<file path="src/rtl/bts_pkg.sv">
package bts_pkg;
  localparam int BUS_W    = 64;
  localparam int NARROW_W = 32;
  localparam int PAGE_LSB = 12;
  localparam int DIR_LSB  = 20;
  localparam int VA_TOP   = 47;
  localparam int UW_W     = 5;
  localparam int PRIV_W   = 2;
  localparam int SEL_W    = 2;

  typedef enum logic [2:0] {
    S_IDLE, S_READ_DIR, S_WAIT_DIR, S_WRITE_LO,
    S_WRITE_HI, S_WRITE_PTR, S_DONE, S_FAULT
  } walkState_t;

  typedef struct packed {
    logic             capture;
    logic             latchDir;
    logic             loadStatus;
    logic             rdPhase;
    logic             wrPhase;
    logic [SEL_W-1:0] wordSel;
  } walkStrobes_t;
endpackage

</file>
<file path="src/rtl/bts_ctrl.sv">
module bts_ctrl
  import bts_pkg::*;
(
  input  logic         clk,
  input  logic         rstN,
  input  logic         startIn,
  input  logic         memGnt,
  input  logic         memRvalid,
  input  logic         dirValidBit,
  output walkStrobes_t strobes,
  output logic         memReq,
  output logic         memWe,
  output logic         busyOut,
  output logic         doneOut,
  output logic         faultOut
);
  walkState_t state, nextState;

  always_ff @(posedge clk or negedge rstN) begin
    if (!rstN) state <= S_IDLE;
    else       state <= nextState;
  end

  always_comb begin
    nextState = state;
    unique case (state)
      S_IDLE:      if (startIn)   nextState = S_READ_DIR;
      S_READ_DIR:  if (memGnt)    nextState = S_WAIT_DIR;
      S_WAIT_DIR:  if (memRvalid) nextState = dirValidBit ? S_WRITE_LO : S_FAULT;
      S_WRITE_LO:  if (memGnt)    nextState = S_WRITE_HI;
      S_WRITE_HI:  if (memGnt)    nextState = S_WRITE_PTR;
      S_WRITE_PTR: if (memGnt)    nextState = S_DONE;
      S_DONE:                     nextState = S_IDLE;
      S_FAULT:                    nextState = S_IDLE;
      default:                    nextState = S_IDLE;
    endcase
  end

  always_comb begin
    strobes            = '0;
    strobes.capture    = (state == S_IDLE) && startIn;
    strobes.latchDir   = (state == S_WAIT_DIR) && memRvalid && dirValidBit;
    strobes.loadStatus = (state == S_WAIT_DIR) && memRvalid && !dirValidBit;
    strobes.rdPhase    = (state == S_READ_DIR);
    strobes.wrPhase    = (state == S_WRITE_LO) || (state == S_WRITE_HI) ||
                         (state == S_WRITE_PTR);
    strobes.wordSel    = (state == S_WRITE_HI)  ? SEL_W'(1) :
                         (state == S_WRITE_PTR) ? SEL_W'(2) : SEL_W'(0);
  end

  assign memReq   = strobes.rdPhase || strobes.wrPhase;
  assign memWe    = strobes.wrPhase;
  assign busyOut  = (state != S_IDLE);
  assign doneOut  = (state == S_DONE);
  assign faultOut = (state == S_FAULT);

  assert_req_hold_R10: assert property (@(posedge clk) disable iff (!rstN)
    (memReq && !memGnt) |=> memReq);
  assert_no_req_waiting_R10: assert property (@(posedge clk) disable iff (!rstN)
    (state == S_WAIT_DIR) |-> !memReq);
  assert_done_single_R8: assert property (@(posedge clk) disable iff (!rstN)
    doneOut |=> (!doneOut && !busyOut));
  assert_pulses_exclusive_R4: assert property (@(posedge clk) disable iff (!rstN)
    !(doneOut && faultOut));
  assert_start_on_done_ignored_R9: assert property (@(posedge clk) disable iff (!rstN)
    (doneOut && startIn) |=> (state == S_IDLE));
  assert_fault_no_write_R4: assert property (@(posedge clk) disable iff (!rstN)
    faultOut |=> !memReq);
endmodule

</file>
<file path="src/rtl/bts_datapath.sv">
module bts_datapath
  import bts_pkg::*;
(
  input  logic               clk,
  input  logic               rstN,
  input  walkStrobes_t       strobes,
  input  logic               wideIn,
  input  logic [BUS_W-1:0]   baseIn,
  input  logic [BUS_W-1:0]   ptrIn,
  input  logic [BUS_W-1:0]   lowerIn,
  input  logic [BUS_W-1:0]   upperIn,
  input  logic [BUS_W-1:0]   cfgIn,
  input  logic [PRIV_W-1:0]  privIn,
  input  logic [UW_W-1:0]    userWidthIn,
  input  logic [BUS_W-1:0]   memRdata,
  output logic               dirValidBit,
  output logic [BUS_W-1:0]   memAddr,
  output logic [BUS_W-1:0]   memWdata,
  output logic [BUS_W-1:0]   statusOut
);
  localparam int TOP_W = $clog2(BUS_W) + 1;
  localparam logic [PRIV_W-1:0] USER_PRIV = '1;

  logic                    wideQ;
  logic [BUS_W-1:2]        baseQ;
  logic [BUS_W-1:0]        ptrQ, lowQ, highQ;
  logic [BUS_W-1:PAGE_LSB] cfgQ;
  logic [UW_W-1:0]         mawaQ;
  logic [BUS_W-1:2]        dirQ;
  logic [BUS_W-1:0]        statusQ;
  logic [1:0]              unusedRdBits;

  assign unusedRdBits = memRdata[1:0];
  assign dirValidBit  = memRdata[0];

  always_ff @(posedge clk or negedge rstN) begin
    if (!rstN) begin
      wideQ <= 1'b0; baseQ <= '0; ptrQ <= '0; lowQ <= '0; highQ <= '0;
      cfgQ  <= '0;   mawaQ <= '0;
    end else if (strobes.capture) begin
      wideQ <= wideIn;
      baseQ <= baseIn[BUS_W-1:2];
      ptrQ  <= ptrIn;
      lowQ  <= lowerIn;
      highQ <= upperIn;
      cfgQ  <= cfgIn[BUS_W-1:PAGE_LSB];
      mawaQ <= (privIn == USER_PRIV) ? userWidthIn : '0;
    end
  end

  always_ff @(posedge clk or negedge rstN) begin
    if (!rstN) dirQ <= '0;
    else if (strobes.latchDir)
      dirQ <= wideQ ? memRdata[BUS_W-1:2]
                    : {{(BUS_W-NARROW_W){1'b0}}, memRdata[NARROW_W-1:2]};
  end

  // Directory-entry address, both widths
  logic [TOP_W-1:0]    topBit;
  logic [BUS_W-1:0]    keptBase;
  logic [BUS_W-1:0]    dirAddrWide;
  logic [NARROW_W-1:0] dirAddrNarrow;
  logic [BUS_W-1:0]    dirAddr;

  assign topBit = TOP_W'(VA_TOP) + TOP_W'(mawaQ);

  always_comb begin
    keptBase = '0;
    for (int i = DIR_LSB; i < BUS_W; i++)
      if (TOP_W'(i) <= topBit) keptBase[i] = baseQ[i];
  end

  assign dirAddrWide   = (keptBase >> (DIR_LSB - 3)) + {cfgQ, {PAGE_LSB{1'b0}}};
  assign dirAddrNarrow = {{(PAGE_LSB-2){1'b0}}, baseQ[NARROW_W-1:PAGE_LSB], 2'b00}
                       + {cfgQ[NARROW_W-1:PAGE_LSB], {PAGE_LSB{1'b0}}};
  assign dirAddr = wideQ ? dirAddrWide : {{(BUS_W-NARROW_W){1'b0}}, dirAddrNarrow};

  // Table-entry address and word offsets
  logic [BUS_W-1:0]    tblWide, wordWide;
  logic [NARROW_W-1:0] tblNarrow, wordNarrow;

  assign tblWide    = {{(BUS_W-22){1'b0}}, baseQ[DIR_LSB-1:3], 5'h00}
                    + {dirQ[BUS_W-1:3], 3'b000};
  assign tblNarrow  = {{(NARROW_W-14){1'b0}}, baseQ[PAGE_LSB-1:2], 4'h0}
                    + {dirQ[NARROW_W-1:2], 2'b00};
  assign wordWide   = tblWide + {{(BUS_W-SEL_W-3){1'b0}}, strobes.wordSel, 3'b000};
  assign wordNarrow = tblNarrow + {{(NARROW_W-SEL_W-2){1'b0}}, strobes.wordSel, 2'b00};

  logic [BUS_W-1:0] wordData;
  always_comb begin
    unique case (strobes.wordSel)
      SEL_W'(1): wordData = highQ;
      SEL_W'(2): wordData = ptrQ;
      default:   wordData = lowQ;
    endcase
  end

  always_comb begin
    if (strobes.rdPhase)  memAddr = dirAddr;
    else if (wideQ)       memAddr = wordWide;
    else                  memAddr = {{(BUS_W-NARROW_W){1'b0}}, wordNarrow};
  end

  assign memWdata = wideQ ? wordData
                          : {{(BUS_W-NARROW_W){1'b0}}, wordData[NARROW_W-1:0]};

  always_ff @(posedge clk or negedge rstN) begin
    if (!rstN)                   statusQ <= '0;
    else if (strobes.loadStatus) statusQ <= dirAddr | BUS_W'(2);
  end
  assign statusOut = statusQ;

  assert_status_marked_R4: assert property (@(posedge clk) disable iff (!rstN)
    strobes.loadStatus |=> statusOut[1]);
  assert_narrow_data_R5: assert property (@(posedge clk) disable iff (!rstN)
    (strobes.wrPhase && !wideQ) |-> (memWdata[BUS_W-1:NARROW_W] == '0));
  assert_narrow_addr_R5: assert property (@(posedge clk) disable iff (!rstN)
    ((strobes.wrPhase || strobes.rdPhase) && !wideQ) |-> (memAddr[BUS_W-1:NARROW_W] == '0));
  always_comb assert_one_phase_R10: assert (!(strobes.rdPhase && strobes.wrPhase));
endmodule

</file>
<file path="src/rtl/bts_walker.sv">
module bts_walker
  import bts_pkg::*;
(
  input  logic              clk,
  input  logic              rstN,
  input  logic              startIn,
  input  logic              wideIn,
  input  logic [BUS_W-1:0]  baseIn,
  input  logic [BUS_W-1:0]  ptrIn,
  input  logic [BUS_W-1:0]  lowerIn,
  input  logic [BUS_W-1:0]  upperIn,
  input  logic [BUS_W-1:0]  cfgIn,
  input  logic [PRIV_W-1:0] privIn,
  input  logic [UW_W-1:0]   userWidthIn,
  output logic              memReq,
  output logic              memWe,
  output logic [BUS_W-1:0]  memAddr,
  output logic [BUS_W-1:0]  memWdata,
  input  logic              memGnt,
  input  logic              memRvalid,
  input  logic [BUS_W-1:0]  memRdata,
  output logic              busyOut,
  output logic              doneOut,
  output logic              faultOut,
  output logic [BUS_W-1:0]  statusOut
);
  walkStrobes_t strobes;
  logic         dirValidBit;

  bts_ctrl u_ctrl (
    .clk(clk), .rstN(rstN), .startIn(startIn), .memGnt(memGnt),
    .memRvalid(memRvalid), .dirValidBit(dirValidBit), .strobes(strobes),
    .memReq(memReq), .memWe(memWe), .busyOut(busyOut),
    .doneOut(doneOut), .faultOut(faultOut)
  );

  bts_datapath u_dp (
    .clk(clk), .rstN(rstN), .strobes(strobes), .wideIn(wideIn),
    .baseIn(baseIn), .ptrIn(ptrIn), .lowerIn(lowerIn), .upperIn(upperIn),
    .cfgIn(cfgIn), .privIn(privIn), .userWidthIn(userWidthIn),
    .memRdata(memRdata), .dirValidBit(dirValidBit), .memAddr(memAddr),
    .memWdata(memWdata), .statusOut(statusOut)
  );

  assert_req_stable_R10: assert property (@(posedge clk) disable iff (!rstN)
    (memReq && !memGnt) |=> ($stable(memAddr) && $stable(memWe)));
  assert_idle_quiet_R1: assert property (@(posedge clk) disable iff (!rstN)
    !busyOut |-> !memReq);
endmodule

</file>
<file path="config.mk">
export PLATFORM = sky130hd
export DESIGN_NAME = bts_walker
export DESIGN_NICKNAME = d
export VERILOG_FILES = /design/src/rtl/bts_pkg.sv /design/src/rtl/bts_ctrl.sv /design/src/rtl/bts_datapath.sv /design/src/rtl/bts_walker.sv
export SDC_FILE = /design/constraint.sdc
export NUM_CORES = 1
export LEC_CHECK = 0
export BUFFER_PORTS_ARGS = -buffer_cell sky130_fd_sc_hd__clkbuf_2
export CAP_MARGIN = 20
export CORE_AREA = 2 2 230 232
export DETAILED_ROUTE_END_ITERATION = 6
export DIE_AREA = 0 0 232 234
export GPL_TIMING_DRIVEN = 0
export PLACE_DENSITY = 0.69
export SETUP_SLACK_MARGIN = 0.2
export SLEW_MARGIN = 10
export SYNTH_ARGS = -nofsm -noshare
export SYNTH_HDL_FRONTEND = slang
export SYNTH_SLANG_ARGS = --single-unit
</file>
<file path="constraint.sdc">
create_clock -name clk -period 5.8 [get_ports clk]
set_input_delay 0.29 -clock clk [delete_from_list [all_inputs] [get_ports clk]]
set_output_delay 0.29 -clock clk [all_outputs]
set_load 0.05 [all_outputs]
</file>
# Word level (Yosys, flattened, before mapping)
# Cells that the tools add are included.
# op_classes
magnitude_cmp,44
mux,61
n_reduce_logical,12
eq_ne,16
n_addsub,7
# ops
op,count
two-way mux 64 bit,4
"less-or-equal comparator 6 x 7 -> 1 bit, first input constant",32
one-hot mux 64 bit (2 select lines),1
"less-or-equal comparator 5 x 7 -> 1 bit, first input constant",12
adder 22 x 64 -> 64 bit,1
adder 47 x 64 -> 64 bit,1
adder 64 x 5 -> 64 bit,1
two-way mux 62 bit,1
two-way mux 1 bit,44
adder 14 x 32 -> 32 bit,1
adder 22 x 32 -> 32 bit,1
adder 32 x 4 -> 32 bit,1
two-way mux 3 bit,7
one-hot mux 3 bit (7 select lines),1
"equality test 3 bit, second input constant",4
"inequality test 2 bit, second input constant",6
"adder 6 x 5 -> 7 bit, first input constant",1
"equality test 3 x 2 -> 1 bit, second input constant",2
AND reduction 6 bit,1
two-way mux 5 bit,1
"equality test 2 bit, second input constant",2
logical AND 1 bit,4
two-way mux 2 bit,2
"equality test 3 x 1 -> 1 bit, second input constant",1
other kinds (6),8
# totals
register_bits,441
inputBits,397
output_inout_bits,197

# Depth between registers and ports, before layout
# depth
ltp_word,6
mapped_depth,22
depth_no_buf,19

# Modules after synthesis
# Synthesis repeated with hierarchy kept, for this count alone.
# hier_totals
cells_unflattened,2429
hier_area_um2,24503.5
# modules_own_cells
module,cells_each,instances,area_per_inst_um2,seq_area_each_um2
bts_datapath,2395,1,24264.5,10935.5
bts_ctrl,34,1,239.0,75.1

# Least setup slack after synthesis
# OpenSTA, ideal clock, no wires.
# synth_timing
path_type,reg-to-output
startpoint,register u_dp.mawaQ[0]
endpoint,output memAddr[43]
t_arrival_ps,5277
setup_slack_ps,233
t_required_ps,5510
n_path_buf,4
path_stages_with_launch,21
cell_sequence,dfrtp_1 -> clkbuf_1 -> inv_1 -> ha_1 -> clkbuf_1 -> inv_1 -> or3_1 -> clkbuf_1 -> nor2_1 -> nand2_1 -> clkbuf_1 -> and2_1 -> ha_1 -> nand3_1 -> nor2_1 -> o21a_1 -> o211a_1 -> o21a_1 -> o21a_1 -> nor2b_1 -> o311ai_0
# synth_between
elab_chain_len,6
word_cells_on_any_way,86
# synth_rtl
item,line_no,text
from (decl),bts_datapath.sv:28,logic [UW_W-1:0] mawaQ;
from (signal assigned),bts_datapath.sv:47,mawaQ <= (privIn == USER_PRIV) ? userWidthIn : '0;
adder 6 x 5 -> 7 bit *,bts_datapath.sv:65,assign topBit = TOP_W'(VA_TOP) + TOP_W'(mawaQ);
less-or-equal comparator 5 x 7 -> 1 bit / less-or-equal comparator 6 x 7 -> 1 bit (equally long branches),bts_datapath.sv:70,if (TOP_W'(i) <= topBit) keptBase[i] = baseQ[i];
two-way mux 1 bit,bts_datapath.sv:70,
adder 47 x 64 -> 64 bit *,bts_datapath.sv:73,"assign dirAddrWide = (keptBase >> (DIR_LSB - 3)) + {cfgQ, {PAGE_LSB{1'b0}}};"
two-way mux 64 bit *,bts_datapath.sv:76,"assign dirAddr = wideQ ? dirAddrWide : {{(BUS_W-NARROW_W){1'b0}}, dirAddrNarrow};"
two-way mux 64 bit *,bts_datapath.sv:99,if (strobes.rdPhase) memAddr = dirAddr;
to (decl),bts_walker.sv:17,"output logic [BUS_W-1:0] memAddr,"
# Mark *: on every way between the ends. The rest lies on a longest branch, timed or not.

# Final worst setup path
# layout_timing
startpoint,register u_dp.mawaQ[0]
endpoint,output memAddr[48]
# The elaborated chain is that of the path after synthesis.

==> results.sh <==
export IMPL_syn_area_um2=25100
export IMPL_status="completed"
export IMPL_syn_area_per_cell_um2=8.06
export IMPL_fp_row_count=84
export IMPL_pwr_density_cell_nw_per_um2=679
export IMPL_place_congestion=1.02
export IMPL_ys_top_cells_by_area="dfrtp_1, nand2_1, ha_1"
export IMPL_ys_ff_latch=440
export IMPL_fin_crit_ns=5.51
export IMPL_synthCells=3111
export IMPL_initial_core_util=0.482
export IMPL_drv_slew=0
export IMPL_ios=594
export IMPL_clkLatencyLatePin_ns=0.62
export IMPL_fin_util=0.686
export IMPL_grt_pass1_vias=27800
export IMPL_hpwl_um=79400
export IMPL_grt_max_degree=103
export IMPL_finalCritPeriodShare=0.950
export IMPL_yosysWarnings=0
export IMPL_yosys_area_top_type_share=0.439
export IMPL_start_kind="register"
export IMPL_die_x_um=232
export IMPL_die_h_um=234
export IMPL_r2r_slack_ns=1.24
export IMPL_hold_start="memRdata[28]"
export IMPL_dp_cells=4380
export IMPL_grt_pass1_wl_um=162000
export IMPL_rsz0062_at_grt="true"
export IMPL_critPathRequiredTime_ns=5.51
export IMPL_finalNonFillerCells=4887
export IMPL_antenna_found_initial=13
export IMPL_mostFrequentLayoutCells="nand2_1, clkbuf_2, dfrtp_1"
export IMPL_ys_types=67
export IMPL_postRouteAntennaNets=0
export IMPL_cts_sinks=440
export IMPL_finalHoldViolations=0
export IMPL_p_leak_nw=17.8
export IMPL_total_power_mw=24.2
export IMPL_hold_ws_ns=0.0355
export IMPL_final_layout_size_suffix_gt1_frac=0.214
export IMPL_drtIter0Drc=2531
export IMPL_yosysTopAreaCell="dfrtp_1"
export IMPL_core_um2=52000
export IMPL_fin_ws_ns=0.292
export IMPL_crit_type="register to output port"
export IMPL_reg2reg_to="u_dp.statusOut[53]$_DFFE_PN0P_"
export IMPL_dp_slack_ns=-0.550
export IMPL_dr_pass1_iters=7
export IMPL_synth_edf_count=0
export IMPL_via_count=27700
export IMPL_reg2regPathDepth=23
export IMPL_clk_path_buf_depth=3
export IMPL_fmax_mhz=182
export IMPL_worst_pin_slew_ns=1.14
export IMPL_cts_buffers=48
export IMPL_cts_tree="yes"
export IMPL_syn_to_final_growth_pct=42.3
export IMPL_grt_ovfl_total=0
export IMPL_setup_tns_ns=0
export IMPL_h_tree_depth=2
export IMPL_multi_input_area_um2=14000
export IMPL_wl_per_cell_um=22.4
export IMPL_drcViolationCount=0
export IMPL_final_common_cell="nand2_1"
export IMPL_skew_ns=0.0392
export IMPL_holdPathStages=2
export IMPL_yosysSeqAreaShare=0.439
export IMPL_synth_main_ff_cell="dfrtp_1"
export IMPL_irDropWorstVdd_mv=0.494
export IMPL_min_to="u_dp.dirQ[28]$_DFFE_PN0P_"
export IMPL_clk_pin_slew_ns=0.06
export IMPL_slew_headroom=0.243
export IMPL_final_area_um2=35700
export IMPL_grt_total_usage=0.397
export IMPL_timing_critical_path_fanout_max=7
export IMPL_wl_um=110000
export IMPL_finalSetupViolCount=0
export IMPL_arrival_ns=5.22
export IMPL_drv_cap=0
export IMPL_post_drt_via_cell_ratio=5.66
export IMPL_num_fill_cells=4142
export IMPL_final_nets=4623
export IMPL_cp_end_kind="output port"
export IMPL_detailed_place_area_um2=29000
export IMPL_ff_latch_area_um2=11000
export IMPL_hp_class="primary input to register"
export IMPL_portBuffers=575
export IMPL_die_area_um2=54300
export IMPL_root_buffer="clkbuf_16"
export IMPL_async_flop_share=1.00
export IMPL_r2r_start="u_dp.mawaQ[0]$_DFFE_PN0P_"
-- registers in the layout (all words and copies together), names as in the netlist --
signal / count
u_dp.highQ: 64
u_dp.lowQ: 64
u_dp.ptrQ: 64
u_dp.statusOut: 63
u_dp.baseQ: 62
u_dp.dirQ: 62
u_dp.cfgQ: 52
u_dp.mawaQ: 5
u_ctrl.state: 3
u_dp.wideQ: 1
-- critical path: stages (launching register included) --
cell and delay, ns:
dfrtp_1 0.40, buf_8 0.14, inv_4 0.07, ha_4 0.14, buf_8 0.12, inv_1 0.06
or3_4 0.32, buf_6 0.15, nand2_4 0.08, nand3_2 0.09, nor2_2 0.13, a31oi_1 0.11
and2_4 0.17, ha_4 0.29, nand4_1 0.17, buf_4 0.19, nor4_2 0.37, o2111a_2 0.32
o211ai_1 0.11, buf_4 0.19, a21oi_1 0.24, xnor2_2 0.16, o22ai_1 0.26, buf_2 0.33
-- cells in the mapped netlist (5+ instances only) --
library cell and instances:
o21ai_0 167, clkbuf_1 165, o211a_1 8, buf_4 5, a21boi_0 14, mux2_2 41, a31oi_1 15, o21a_1 20
nor4_1 13, mux2i_1 82, buf_1 5, nor2b_1 16, xnor2_1 57, ha_1 71, o31a_1 8, nor2_1 170
a21o_1 29, buf_2 5, a21oi_1 152, a22oi_1 5, a211oi_1 55, nand2_1 1163, or3_1 16, nand3_1 32
a31o_2 5, and2_1 24, xor2_1 45, and4_1 10, o31ai_1 14, o2111ai_1 5, o22ai_1 10, nand4_1 35
inv_1 43, nor3_1 44, a22o_1 7, and3_1 21, o21bai_1 8, o211ai_1 17, dfrtp_1 440, nand2b_1 14
-- worst max path at each step --
stage	from	cells after the start	slack, ns	endpoint
final	u_dp.mawaQ[0]$_DFFE_PN0P_	23	0.29	memAddr[48]
after detailed placement	u_dp.mawaQ[0]$_DFFE_PN0P_	23	-0.55	memAddr[32]
after global placement	rstN	1	-5.70	u_dp.lowQ[20]$_DFFE_PN0P_
after floorplan	u_dp.mawaQ[0]$_DFFE_PN0P_	20	0.23	memAddr[43]
after CTS	u_dp.mawaQ[0]$_DFFE_PN0P_	22	0.20	memAddr[62]
after global routing	u_dp.mawaQ[0]$_DFFE_PN0P_	19	0.14	memAddr[46]
-- power by group --
| group | internal [mW] | switching (mW) | total, mW |
|---|---|---|---|
| Clock | 2.02 | 1.39 | 3.41 |
| Combinational | 4.61 | 10.5 | 15.1 |
| Sequential | 4.45 | 1.25 | 5.69 |
-- metal layers --
metal	vias up	wire length (um)	GRT usage
li1	12600	-	-
met3	429	9660	0.0927
met2	1501	51000	0.657
met5	-	25	0
met4	6	8100	0.253
met1	13200	40900	0.468
-- what timing repair did --
action / in CTS / in global routing
resized for setup: 126 / 128
hold buffers: 376 / 0
pin swaps: 22 / 35
endpoints found under the hold margin: 429 / 0
setup endpoints to repair: 67 / 47
setup buffers: 18 / 15
-- layout make-up --
| class | instances | area share |
|---|---|---|
| multi-input combinational | 2448 | 0.392 |
| sequential | 440 | 0.308 |
| timing repair buffer | 988 | 0.200 |
| clock buffer | 61 | 0.0367 |
| tap | 688 | 0.0241 |
| buffer | 182 | 0.0216 |
| clock inverter | 27 | 0.0122 |
| inverter | 43 | 0.00466 |
| antenna | 10 | 0.000701 |
-- cells by family (layout without fill, tap and decap cells) --
logic type,after synthesis,count (layout),share of synthesized area
AO/OA/AOI/OAI,565,565,0.141
adder cells (fa/ha/maj),75,75,0.0386
other,1,13,0.000149
multiplexers,123,123,0.0511
buffers and inverters,225,1301,0.0348
XOR/XNOR,102,102,0.0356
AND/OR/NAND/NOR,1580,1580,0.260
flip-flops,440,440,0.439
Power figures use the tool's default switching activity.
